### config.mk
export PLATFORM = sky130hd
export DESIGN_NAME = ccr_unit
export DESIGN_NICKNAME = d
export VERILOG_FILES = /design/src/rtl/ccr_pkg.sv /design/src/rtl/ccr_rst_sync.sv /design/src/rtl/ccr_flag_next.sv /design/src/rtl/ccr_irq_gate.sv /design/src/rtl/ccr_branch.sv /design/src/rtl/ccr_unit.sv
export SDC_FILE = /design/constraint.sdc
export NUM_CORES = 1
export LEC_CHECK = 0
export ABC_AREA = 1
export BUFFER_PORTS_ARGS = -buffer_cell sky130_fd_sc_hd__buf_2
export CELL_PAD_IN_SITES_DETAIL_PLACEMENT = 0
export CELL_PAD_IN_SITES_GLOBAL_PLACEMENT = 1
export CORE_MARGIN = 2
export CORE_UTILIZATION = 22
export CTS_BUF_LIST = sky130_fd_sc_hd__clkbuf_4 sky130_fd_sc_hd__clkbuf_8
export DETAILED_ROUTE_END_ITERATION = 16
export PLACE_DENSITY = 0.76
export REMOVE_ABC_BUFFERS = 1
export SLEW_MARGIN = 20
export SYNTH_ARGS = -nofsm -noshare
export SYNTH_HDL_FRONTEND = slang
export SYNTH_SLANG_ARGS = --single-unit
### constraint.sdc
create_clock -name clk -period 0.8 [get_ports clk]
set_input_delay 0.08 -clock clk [delete_from_list [all_inputs] [get_ports clk]]
set_output_delay 0.08 -clock clk [all_outputs]
set_load 0.02 [all_outputs]
### src/rtl/ccr_pkg.sv
package ccr_pkg;

  localparam int CCR_W  = 8;
  localparam int FLAG_N = 5;

  localparam int IDX_C = 0;
  localparam int IDX_Z = 1;
  localparam int IDX_N = 2;
  localparam int IDX_I = 3;
  localparam int IDX_H = 4;

  localparam logic [CCR_W-FLAG_N-1:0] HI_ONES   = '1;
  localparam logic [FLAG_N-1:0]       FLAGS_RST = 5'b01000;

  typedef enum logic [1:0] {
    OPC_ARITH   = 2'd0,
    OPC_LOGIC   = 2'd1,
    OPC_SHIFT   = 2'd2,
    OPC_BITTEST = 2'd3
  } opc_e;

  typedef struct packed {
    logic set_c;
    logic clr_c;
    logic set_i;
    logic clr_i;
  } flag_cmd_t;

endpackage

### src/rtl/ccr_rst_sync.sv
module ccr_rst_sync #(
  parameter int STAGES = 2
) (
  input  logic clk,
  input  logic rst_n,
  output logic rst_sync_n
);

  logic [STAGES-1:0] sync_q;

  always_ff @(posedge clk or negedge rst_n) begin
    if (!rst_n) begin
      sync_q <= '0;
    end else begin
      sync_q <= {sync_q[STAGES-2:0], 1'b1};
    end
  end

  assign rst_sync_n = sync_q[STAGES-1];

endmodule

### src/rtl/ccr_flag_next.sv
module ccr_flag_next
  import ccr_pkg::*;
#(
  parameter int DATA_W = 8
) (
  input  logic [FLAG_N-1:0] flags_q,
  input  logic              alu_valid,
  input  opc_e              op,
  input  logic [DATA_W-1:0] alu_res,
  input  logic              alu_c7,
  input  logic              alu_c3,
  input  flag_cmd_t         cmd,
  input  logic              irq_enter,
  input  logic              irq_ret,
  input  logic [FLAG_N-1:0] ret_flags,
  output logic [FLAG_N-1:0] flags_d,
  output logic              upd_en
);

  localparam int MSB = DATA_W - 1;

  logic [FLAG_N-1:0] alu_f;
  logic [FLAG_N-1:0] cmd_f;
  logic              res_zero;
  logic              cmd_any;

  assign res_zero = (alu_res == '0);
  assign cmd_any  = cmd.set_c | cmd.clr_c | cmd.set_i | cmd.clr_i;

  // ALU-driven update, per class
  always_comb begin
    alu_f = flags_q;
    if (alu_valid) begin
      unique case (op)
        OPC_ARITH: begin
          alu_f[IDX_H] = alu_c3;
          alu_f[IDX_N] = alu_res[MSB];
          alu_f[IDX_Z] = res_zero;
          alu_f[IDX_C] = alu_c7;
        end
        OPC_LOGIC: begin
          alu_f[IDX_N] = alu_res[MSB];
          alu_f[IDX_Z] = res_zero;
        end
        OPC_SHIFT: begin
          alu_f[IDX_N] = alu_res[MSB];
          alu_f[IDX_Z] = res_zero;
          alu_f[IDX_C] = alu_c7;
        end
        OPC_BITTEST: begin
          alu_f[IDX_C] = alu_c7;
        end
        default: alu_f = flags_q;
      endcase
    end
  end

  // Explicit commands override the ALU, flag by flag
  always_comb begin
    cmd_f = alu_f;
    if (cmd.set_c) begin
      cmd_f[IDX_C] = 1'b1;
    end else if (cmd.clr_c) begin
      cmd_f[IDX_C] = 1'b0;
    end
    if (cmd.set_i) begin
      cmd_f[IDX_I] = 1'b1;
    end else if (cmd.clr_i) begin
      cmd_f[IDX_I] = 1'b0;
    end
  end

  // Entry > return > commands/ALU
  always_comb begin
    if (irq_enter) begin
      flags_d        = flags_q;
      flags_d[IDX_I] = 1'b1;
    end else if (irq_ret) begin
      flags_d = ret_flags;
    end else begin
      flags_d = cmd_f;
    end
  end

  assign upd_en = alu_valid | cmd_any | irq_enter | irq_ret;

endmodule

### src/rtl/ccr_irq_gate.sv
module ccr_irq_gate (
  input  logic clk,
  input  logic rst_n,
  input  logic mask_q,
  input  logic irq_req,
  input  logic trap_req,
  input  logic irq_enter,
  output logic irq_take
);

  logic pend_q;
  logic pend_d;
  logic pend_en;

  always_comb begin
    pend_en = irq_req | irq_enter;
    pend_d  = irq_enter ? 1'b0 : 1'b1;
  end

  always_ff @(posedge clk or negedge rst_n) begin
    if (!rst_n) begin
      pend_q <= 1'b0;
    end else if (pend_en) begin
      pend_q <= pend_d;
    end
  end

  assign irq_take = trap_req | (~mask_q & (irq_req | pend_q));

  AST_MASK_BLOCKS: assert property (@(posedge clk) disable iff (!rst_n)
    (mask_q && !trap_req) |-> !irq_take);
  AST_TRAP_PASSES: assert property (@(posedge clk) disable iff (!rst_n)
    trap_req |-> irq_take);
  AST_PEND_HELD: assert property (@(posedge clk) disable iff (!rst_n)
    ($past(irq_req) && !$past(irq_enter) && !mask_q) |-> irq_take);

endmodule

### src/rtl/ccr_branch.sv
module ccr_branch
  import ccr_pkg::*;
(
  input  logic [FLAG_N-1:0] flags_q,
  output logic [FLAG_N-1:0] br_set,
  output logic [FLAG_N-1:0] br_clr
);

  for (genvar k = 0; k < FLAG_N; k++) begin : g_cond
    assign br_set[k] = flags_q[k];
    assign br_clr[k] = ~flags_q[k];
  end

endmodule

### src/rtl/ccr_unit.sv
module ccr_unit
  import ccr_pkg::*;
#(
  parameter int DATA_W = 8
) (
  input  logic              clk,
  input  logic              rst_n,
  input  logic              alu_valid,
  input  logic [1:0]        op_cls,
  input  logic [DATA_W-1:0] alu_res,
  input  logic              alu_c7,
  input  logic              alu_c3,
  input  logic              cmd_scf,
  input  logic              cmd_rcf,
  input  logic              cmd_sim,
  input  logic              cmd_rim,
  input  logic              irq_enter,
  input  logic              irq_ret,
  input  logic [CCR_W-1:0]  ret_val,
  input  logic              irq_req,
  input  logic              trap_req,
  output logic [CCR_W-1:0]  ccr_q,
  output logic [FLAG_N-1:0] br_set,
  output logic [FLAG_N-1:0] br_clr,
  output logic              irq_take
);

  logic              rst_sync_n;
  logic [FLAG_N-1:0] flags_q;
  logic [FLAG_N-1:0] flags_d;
  logic              upd_en;
  flag_cmd_t         cmd;
  opc_e              op;
  logic              unused_ret_hi;

  assign op            = opc_e'(op_cls);
  assign cmd           = '{set_c: cmd_scf, clr_c: cmd_rcf, set_i: cmd_sim, clr_i: cmd_rim};
  assign unused_ret_hi = ^ret_val[CCR_W-1:FLAG_N];

  ccr_rst_sync #(.STAGES(2)) u_rst_sync (
    .clk        (clk),
    .rst_n      (rst_n),
    .rst_sync_n (rst_sync_n)
  );

  ccr_flag_next #(.DATA_W(DATA_W)) u_flag_next (
    .flags_q   (flags_q),
    .alu_valid (alu_valid),
    .op        (op),
    .alu_res   (alu_res),
    .alu_c7    (alu_c7),
    .alu_c3    (alu_c3),
    .cmd       (cmd),
    .irq_enter (irq_enter),
    .irq_ret   (irq_ret),
    .ret_flags (ret_val[FLAG_N-1:0]),
    .flags_d   (flags_d),
    .upd_en    (upd_en)
  );

  always_ff @(posedge clk or negedge rst_sync_n) begin
    if (!rst_sync_n) begin
      flags_q <= FLAGS_RST;
    end else if (upd_en) begin
      flags_q <= flags_d;
    end
  end

  assign ccr_q = {HI_ONES, flags_q};

  ccr_irq_gate u_irq_gate (
    .clk       (clk),
    .rst_n     (rst_sync_n),
    .mask_q    (flags_q[IDX_I]),
    .irq_req   (irq_req),
    .trap_req  (trap_req),
    .irq_enter (irq_enter),
    .irq_take  (irq_take)
  );

  ccr_branch u_branch (
    .flags_q (flags_q),
    .br_set  (br_set),
    .br_clr  (br_clr)
  );

  AST_ENTRY_SETS_MASK: assert property (@(posedge clk) disable iff (!rst_sync_n)
    irq_enter |=> ccr_q[IDX_I]);
  AST_ENTRY_KEEPS_ALU_FLAGS: assert property (@(posedge clk) disable iff (!rst_sync_n)
    irq_enter |=> (ccr_q[IDX_H] == $past(ccr_q[IDX_H])) && (ccr_q[IDX_N:IDX_C] == $past(ccr_q[IDX_N:IDX_C])));
  AST_ARITH_HALF: assert property (@(posedge clk) disable iff (!rst_sync_n)
    (alu_valid && op_cls == 2'd0 && !irq_enter && !irq_ret) |=> ccr_q[IDX_H] == $past(alu_c3));
  AST_HALF_KEPT: assert property (@(posedge clk) disable iff (!rst_sync_n)
    (!(alu_valid && op_cls == 2'd0) && !irq_ret) |=> $stable(ccr_q[IDX_H]));
  AST_ZERO_FLAG: assert property (@(posedge clk) disable iff (!rst_sync_n)
    (alu_valid && op_cls != 2'd3 && !irq_enter && !irq_ret) |=> ccr_q[IDX_Z] == ($past(alu_res) == '0));
  AST_SCF_WINS: assert property (@(posedge clk) disable iff (!rst_sync_n)
    (cmd_scf && !irq_enter && !irq_ret) |=> ccr_q[IDX_C]);
  AST_RET_LOADS: assert property (@(posedge clk) disable iff (!rst_sync_n)
    (irq_ret && !irq_enter) |=> ccr_q[FLAG_N-1:0] == $past(ret_val[FLAG_N-1:0]));

endmodule

=== Word level (Yosys, flattened, before mapping) ===
Index checks and enable logic that the tools add are counted.

* Equality and inequality tests: 3
* Mux-type cells: 11
* Bitwise logic cells: 16
* Reductions and logical operators: 14

{| class="wikitable"
|+ Operators by type and width
! cell !! count
|-
| 4-bit AND reduction || 3
|-
| 4-bit nonzero test || 3
|-
| 5-bit 2-to-1 mux || 2
|-
| 1-bit bitwise OR || 9
|-
| 8-bit zero test || 1
|-
| 1-bit 2-to-1 mux || 7
|-
| 1-bit inverter || 6
|-
| 2-bit nonzero test || 3
|-
| 3-bit OR reduction || 2
|-
| 2-bit == test, second input constant || 2
|-
| 4-bit 2-to-1 mux || 1
|-
| 2-bit by 1-bit == test with 1-bit output, second input constant || 1
|-
| 2-bit zero test || 1
|-
| 2-bit 2-to-1 mux || 1
|-
| 2-bit AND reduction || 1
|-
| 1-bit AND || 1
|}

* Register bits after elaboration: 8
* Bits of input ports: 31
* Output and inout bits: 19
* Word-level logic and storage cells: 50

=== Depth between registers and ports, before layout ===
* Depth after elaboration: 8
* Depth in mapped cells: 9
* Depth with buffers taken out: 8

=== Hierarchy ===
A second synthesis with hierarchy kept.

* Cell total of the unflattened synthesis: 104
* Area, all modules: 625.6 µm²

{| class="wikitable"
|+ Modules (own cells, without submodules)
! module !! times used !! cells each !! area each (µm²) !! seq. area each (µm²)
|-
| ccr_flag_next || 1 || 59 || 254.0 || 0.0
|-
| ccr_unit || 1 || 25 || 212.7 || 126.4
|-
| ccr_branch || 1 || 10 || 56.3 || 0.0
|-
| ccr_rst_sync || 1 || 3 || 53.8 || 50.0
|-
| ccr_irq_gate || 1 || 7 || 48.8 || 25.0
|}

=== Worst setup path after synthesis ===
OpenSTA, ideal clock, no wires.

* Kind: register -> register
* Start: register flags_q[3] (netlist name)
* End: register flags_q[3]
* Setup time: 81 ps
* Arrival time: 736 ps
* Required time: 719 ps
* Setup slack: -18 ps
* Stages on the path, launching flop included: 3
* Path buffers: 0
* Period minus slack after synthesis: 818 ps
* Cell sequence: dfstp_2 -> a21oi_1 -> o211ai_1

{| class="wikitable"
|+ RTL lines
! element !! line !! RTL
|-
| end signal, assigned || ccr_unit.sv:65 || <nowiki>flags_q <= flags_d;</nowiki>
|-
| end, declared || ccr_unit.sv:29 || <nowiki>logic [FLAG_N-1:0] flags_q;</nowiki>
|}

=== Final worst setup path ===
* Start: register flags_q[3]
* End: output irq_take

* Word-level cells in the longest chain between the ends: 3

{| class="wikitable"
|+ RTL lines
! element !! line !! RTL
|-
| 1-bit inverter || ccr_irq_gate.sv:28 || <nowiki>assign irq_take = trap_req | (~mask_q & (irq_req | pend_q));</nowiki>
|-
| 1-bit AND || ccr_irq_gate.sv:28 ||
|-
| 1-bit bitwise OR || ccr_irq_gate.sv:28 ||
|-
| end, declared || ccr_unit.sv:25 || <nowiki>output logic irq_take</nowiki>
|}

Every way passes these cells.

==> impl_metrics.py <==
metrics = {
    "run_status": {
        "status": "complete, but fails checks",
        "violations": "negative setup slack",
    },
    "route": {
        "detail-route-antenna-nets": 0,
        "drt_first_iter_violations": 7,
        "via_per_inst": 3.88,
        "vias": 648,
        "wl_per_cell_um": 8.39,
        "drt_wl_total_mm": 1.40,
        "route.detailed.drc": 0,
        "first_pass_iters": 4,
    },
    "cells_and_area": {
        "instances_no_fill": 167,
        "drive_above_1_share": 0.511,
        "syn2layout_area_growth_pct": 66.5,
        "antennaDiodeCount": 0,
        "finalNetCount": 169,
    },
    "worst_setup_path": {
        "end_kind": "primary output",
        "crit_required_ps": 720,
        "path_class": "flip-flop to primary output",
        "critPathArrivalTime_ps": 1010,
        "crit_path_start_kind": "flip-flop",
        "reg2reg_slack_ps": -210,
        "worst-path-max-fanout": 5,
    },
    "logic_synthesis": {
        "yosys-top-cells-area": "dfrtp_1 30%, nand2_1 17%, buf_4 12%, inv_1 9.7%, nor2_1 5.8%",
        "ys_warn_count": 0,
        "synth-adder-area-share": 0,
        "synth_compound_area_frac": 0.0774,
        "synth_flop_cell": "dfrtp_1",
        "syn_avg_cell_area_sq_um": 6.61,
        "synthCells": 88,
        "yosysMostFrequentCell": "nand2_1",
        "synth_top_family_by_area": "simple AND/OR/NAND/NOR gates",
        "async_flop_share": 1.00,
        "synthSimpleGateAreaFrac": 0.338,
        "synthTopCellsByCount": "27 x nand2_1, 15 x inv_1, 9 x buf_4, 9 x nor2_1, 7 x dfrtp_1",
        "synth_top_area_share": 0.301,
        "synth_edf_count": 0,
        "yosys.cell_types.count": 16,
        "yosys.area_share.xor_xnor": 0,
        "synthMuxAreaShare": 0,
        "yosysSeqAreaShare": 0.346,
        "synth_area_leader_cell": "dfrtp_1",
        "syn-cell-area_sq_um": 582,
        "ys_ff_latch": 8,
    },
    "power": {
        "p_clk_frac": 0.245,
        "ir_drop_mv": 0.832,
        "p_int_uw": 978,
        "powerDensity_mw_per_mm2": 1510,
        "power_frac_comb": 0.408,
        "sw_frac_of_total": 0.330,
        "p_sw_uw": 482,
        "p_leak_nw": 0.558,
        "seq_power_share": 0.347,
    },
    "global_route": {
        "antenna_found_initial": 0,
        "grt_max_degree": 7,
        "grt_pass1_vias": 674,
        "track_usage": 0.105,
        "grt_pass1_wl_mm": 2.59,
        "grt-ovfl-total": 0,
    },
    "timing": {
        "final.setup.tns_ps": -2660,
        "worst_slack_ps": -295,
        "slew_viol_final": 0,
        "finalSetupViolations": 17,
        "fin_crit_sh": 1.37,
        "fmax_ghz": 0.913,
        "fin_worst_skew_ps": 9.27,
        "finalHoldViolations": 0,
        "rsz0062_at_grt": "yes",
        "period_needed_ps": 1090,
    },
    "floorplan": {
        "dieWidth_um": 55.4,
        "die_h_um": 55.4,
        "start_util": 0.233,
        "num_io_pins": 50,
        "dieArea_sq_mm": 0.00307,
        "core_area_sq_mm": 0.00250,
        "row_count": 18,
    },
    "job": {
        "maxCapViolCount": 0,
    },
    "hold_path": {
        "hold_path.class": "primary input to flip-flop",
    },
    "placed_design": {
        "hpwl_mm": 1.14,
        "io_buffers": 43,
        "gp_congestion": 0.708,
        "placed_cells": 159,
    },
    "clocking": {
        "clock-root-buffer": "clkbuf_4",
        "clkTransAtPathRegs_ps": 60,
        "cts.sinks": 8,
        "htree_num_levels": 1,
        "cts_tree": "yes",
        "insertion_delay_ps": 250,
        "numCtsBuffers": 3,
        "clockBufferDepth": 2,
    },
}
-- kinds of logic (layout without fill, tap and decap cells) --
logic type | Yosys count | count (layout)
buffers and inverters | 25 | 71
other | 1 | 4
AND/OR/NAND/NOR | 46 | 46
AO/OA/AOI/OAI | 8 | 8
flip-flops | 8 | 8
-- per-layer routing --
metal	vias to the layer above	GRT usage	wire, um
met2	33	0.170	653
met1	266	0.127	605
met4	0	0.0523	20
li1	347	-	-
met5	-	0	0
met3	2	0.0281	121
-- timing repair --
action / in CTS / in global routing
hold buffers: 1 / 0
resized for setup: 28 / 10
pin swaps: 2 / 1
endpoints found under the setup margin: 17 / 18
setup buffers: 2 / 1
endpoints found under the hold margin: 2 / 0
-- worst paths after layout --
| kind | cells past startpoint | start | endpoint |
|---|---|---|---|
| min in group asynchronous | 0 | u_rst_sync.sync_q[1]$_DFF_PN0_ | u_irq_gate.pend_q$_DFFE_PN0P_ |
| max in group asynchronous | 0 | u_rst_sync.sync_q[1]$_DFF_PN0_ | flags_q[3]$_DFFE_PN1P_ |
| hold / removal | 2 | irq_enter | u_irq_gate.pend_q$_DFFE_PN0P_ |
| setup reg to reg | 4 | flags_q[3]$_DFFE_PN1P_ | flags_q[3]$_DFFE_PN1P_ |
| hold reg to reg | 0 | u_rst_sync.sync_q[1]$_DFF_PN0_ | u_irq_gate.pend_q$_DFFE_PN0P_ |
| setup / recovery | 2 | flags_q[3]$_DFFE_PN1P_ | irq_take |
-- stage by stage --
step	total power [mW]	hold slack [ps]	util	worst slack, ps	area (sq um)
2_1_floorplan	0.732	-216	-	-178	514
3_3_place_gp	0.944	-133	0.322	-87.6	805
3_5_place_dp	0.946	-131	0.322	-108	805
4_1_cts	1.46	16.6	0.379	-303	947
5_1_grt	1.58	8.12	0.387	-337	968
6_report	1.46	20.6	0.387	-295	968
-- layout by cell type (no fill, tap or decap) --
| cell type | n |
|---|---|
| nand2_2 | 3 |
| buf_4 | 7 |
| buf_2 | 29 |
| nor2_1 | 9 |
| nand2_1 | 26 |
| nor2_4 | 1 |
| dfrtp_1 | 4 |
| o211ai_1 | 1 |
| dlygate4sd3_1 | 1 |
| dfstp_2 | 1 |
| nor2_2 | 2 |
| nand3_1 | 5 |
| a21oi_1 | 2 |
| clkbuf_4 | 4 |
| dfrtp_2 | 3 |
| inv_1 | 11 |
| conb_1 | 4 |
| o21bai_1 | 1 |
| a21oi_2 | 1 |
| inv_2 | 4 |
| buf_6 | 15 |
| o21ai_0 | 3 |
-- flip-flops by register name, summed over array words and instances, names as in the netlist --
signal and count:
flags_q 5, u_irq_gate.pend_q 1, u_rst_sync.sync_q 2
-- worst max-delay path, stage by stage (launching register included) --
cell and delay (ps):
dfstp_2 550, o21bai_1 60, buf_4 150
-- area by class of cell --
class / count / area, sq um
inverters: 15 / 56.3
multi-input cells: 58 / 263
well taps: 30 / 37.5
fillers: 276 / 1530
clock buffers: 4 / 30.0
repair buffers: 52 / 377
flip-flops and latches: 8 / 205
-- power by group through the flow --
stage,registers (mW),logic (mW),clock network [mW]
4_1_cts,0.498,0.582,0.375
3_5_place_dp,0.492,0.454,0
5_1_grt,0.516,0.650,0.412
2_1_floorplan,0.565,0.167,0
6_report,0.506,0.596,0.358
3_3_place_gp,0.491,0.453,0
(Power assumes the default switching activity.)
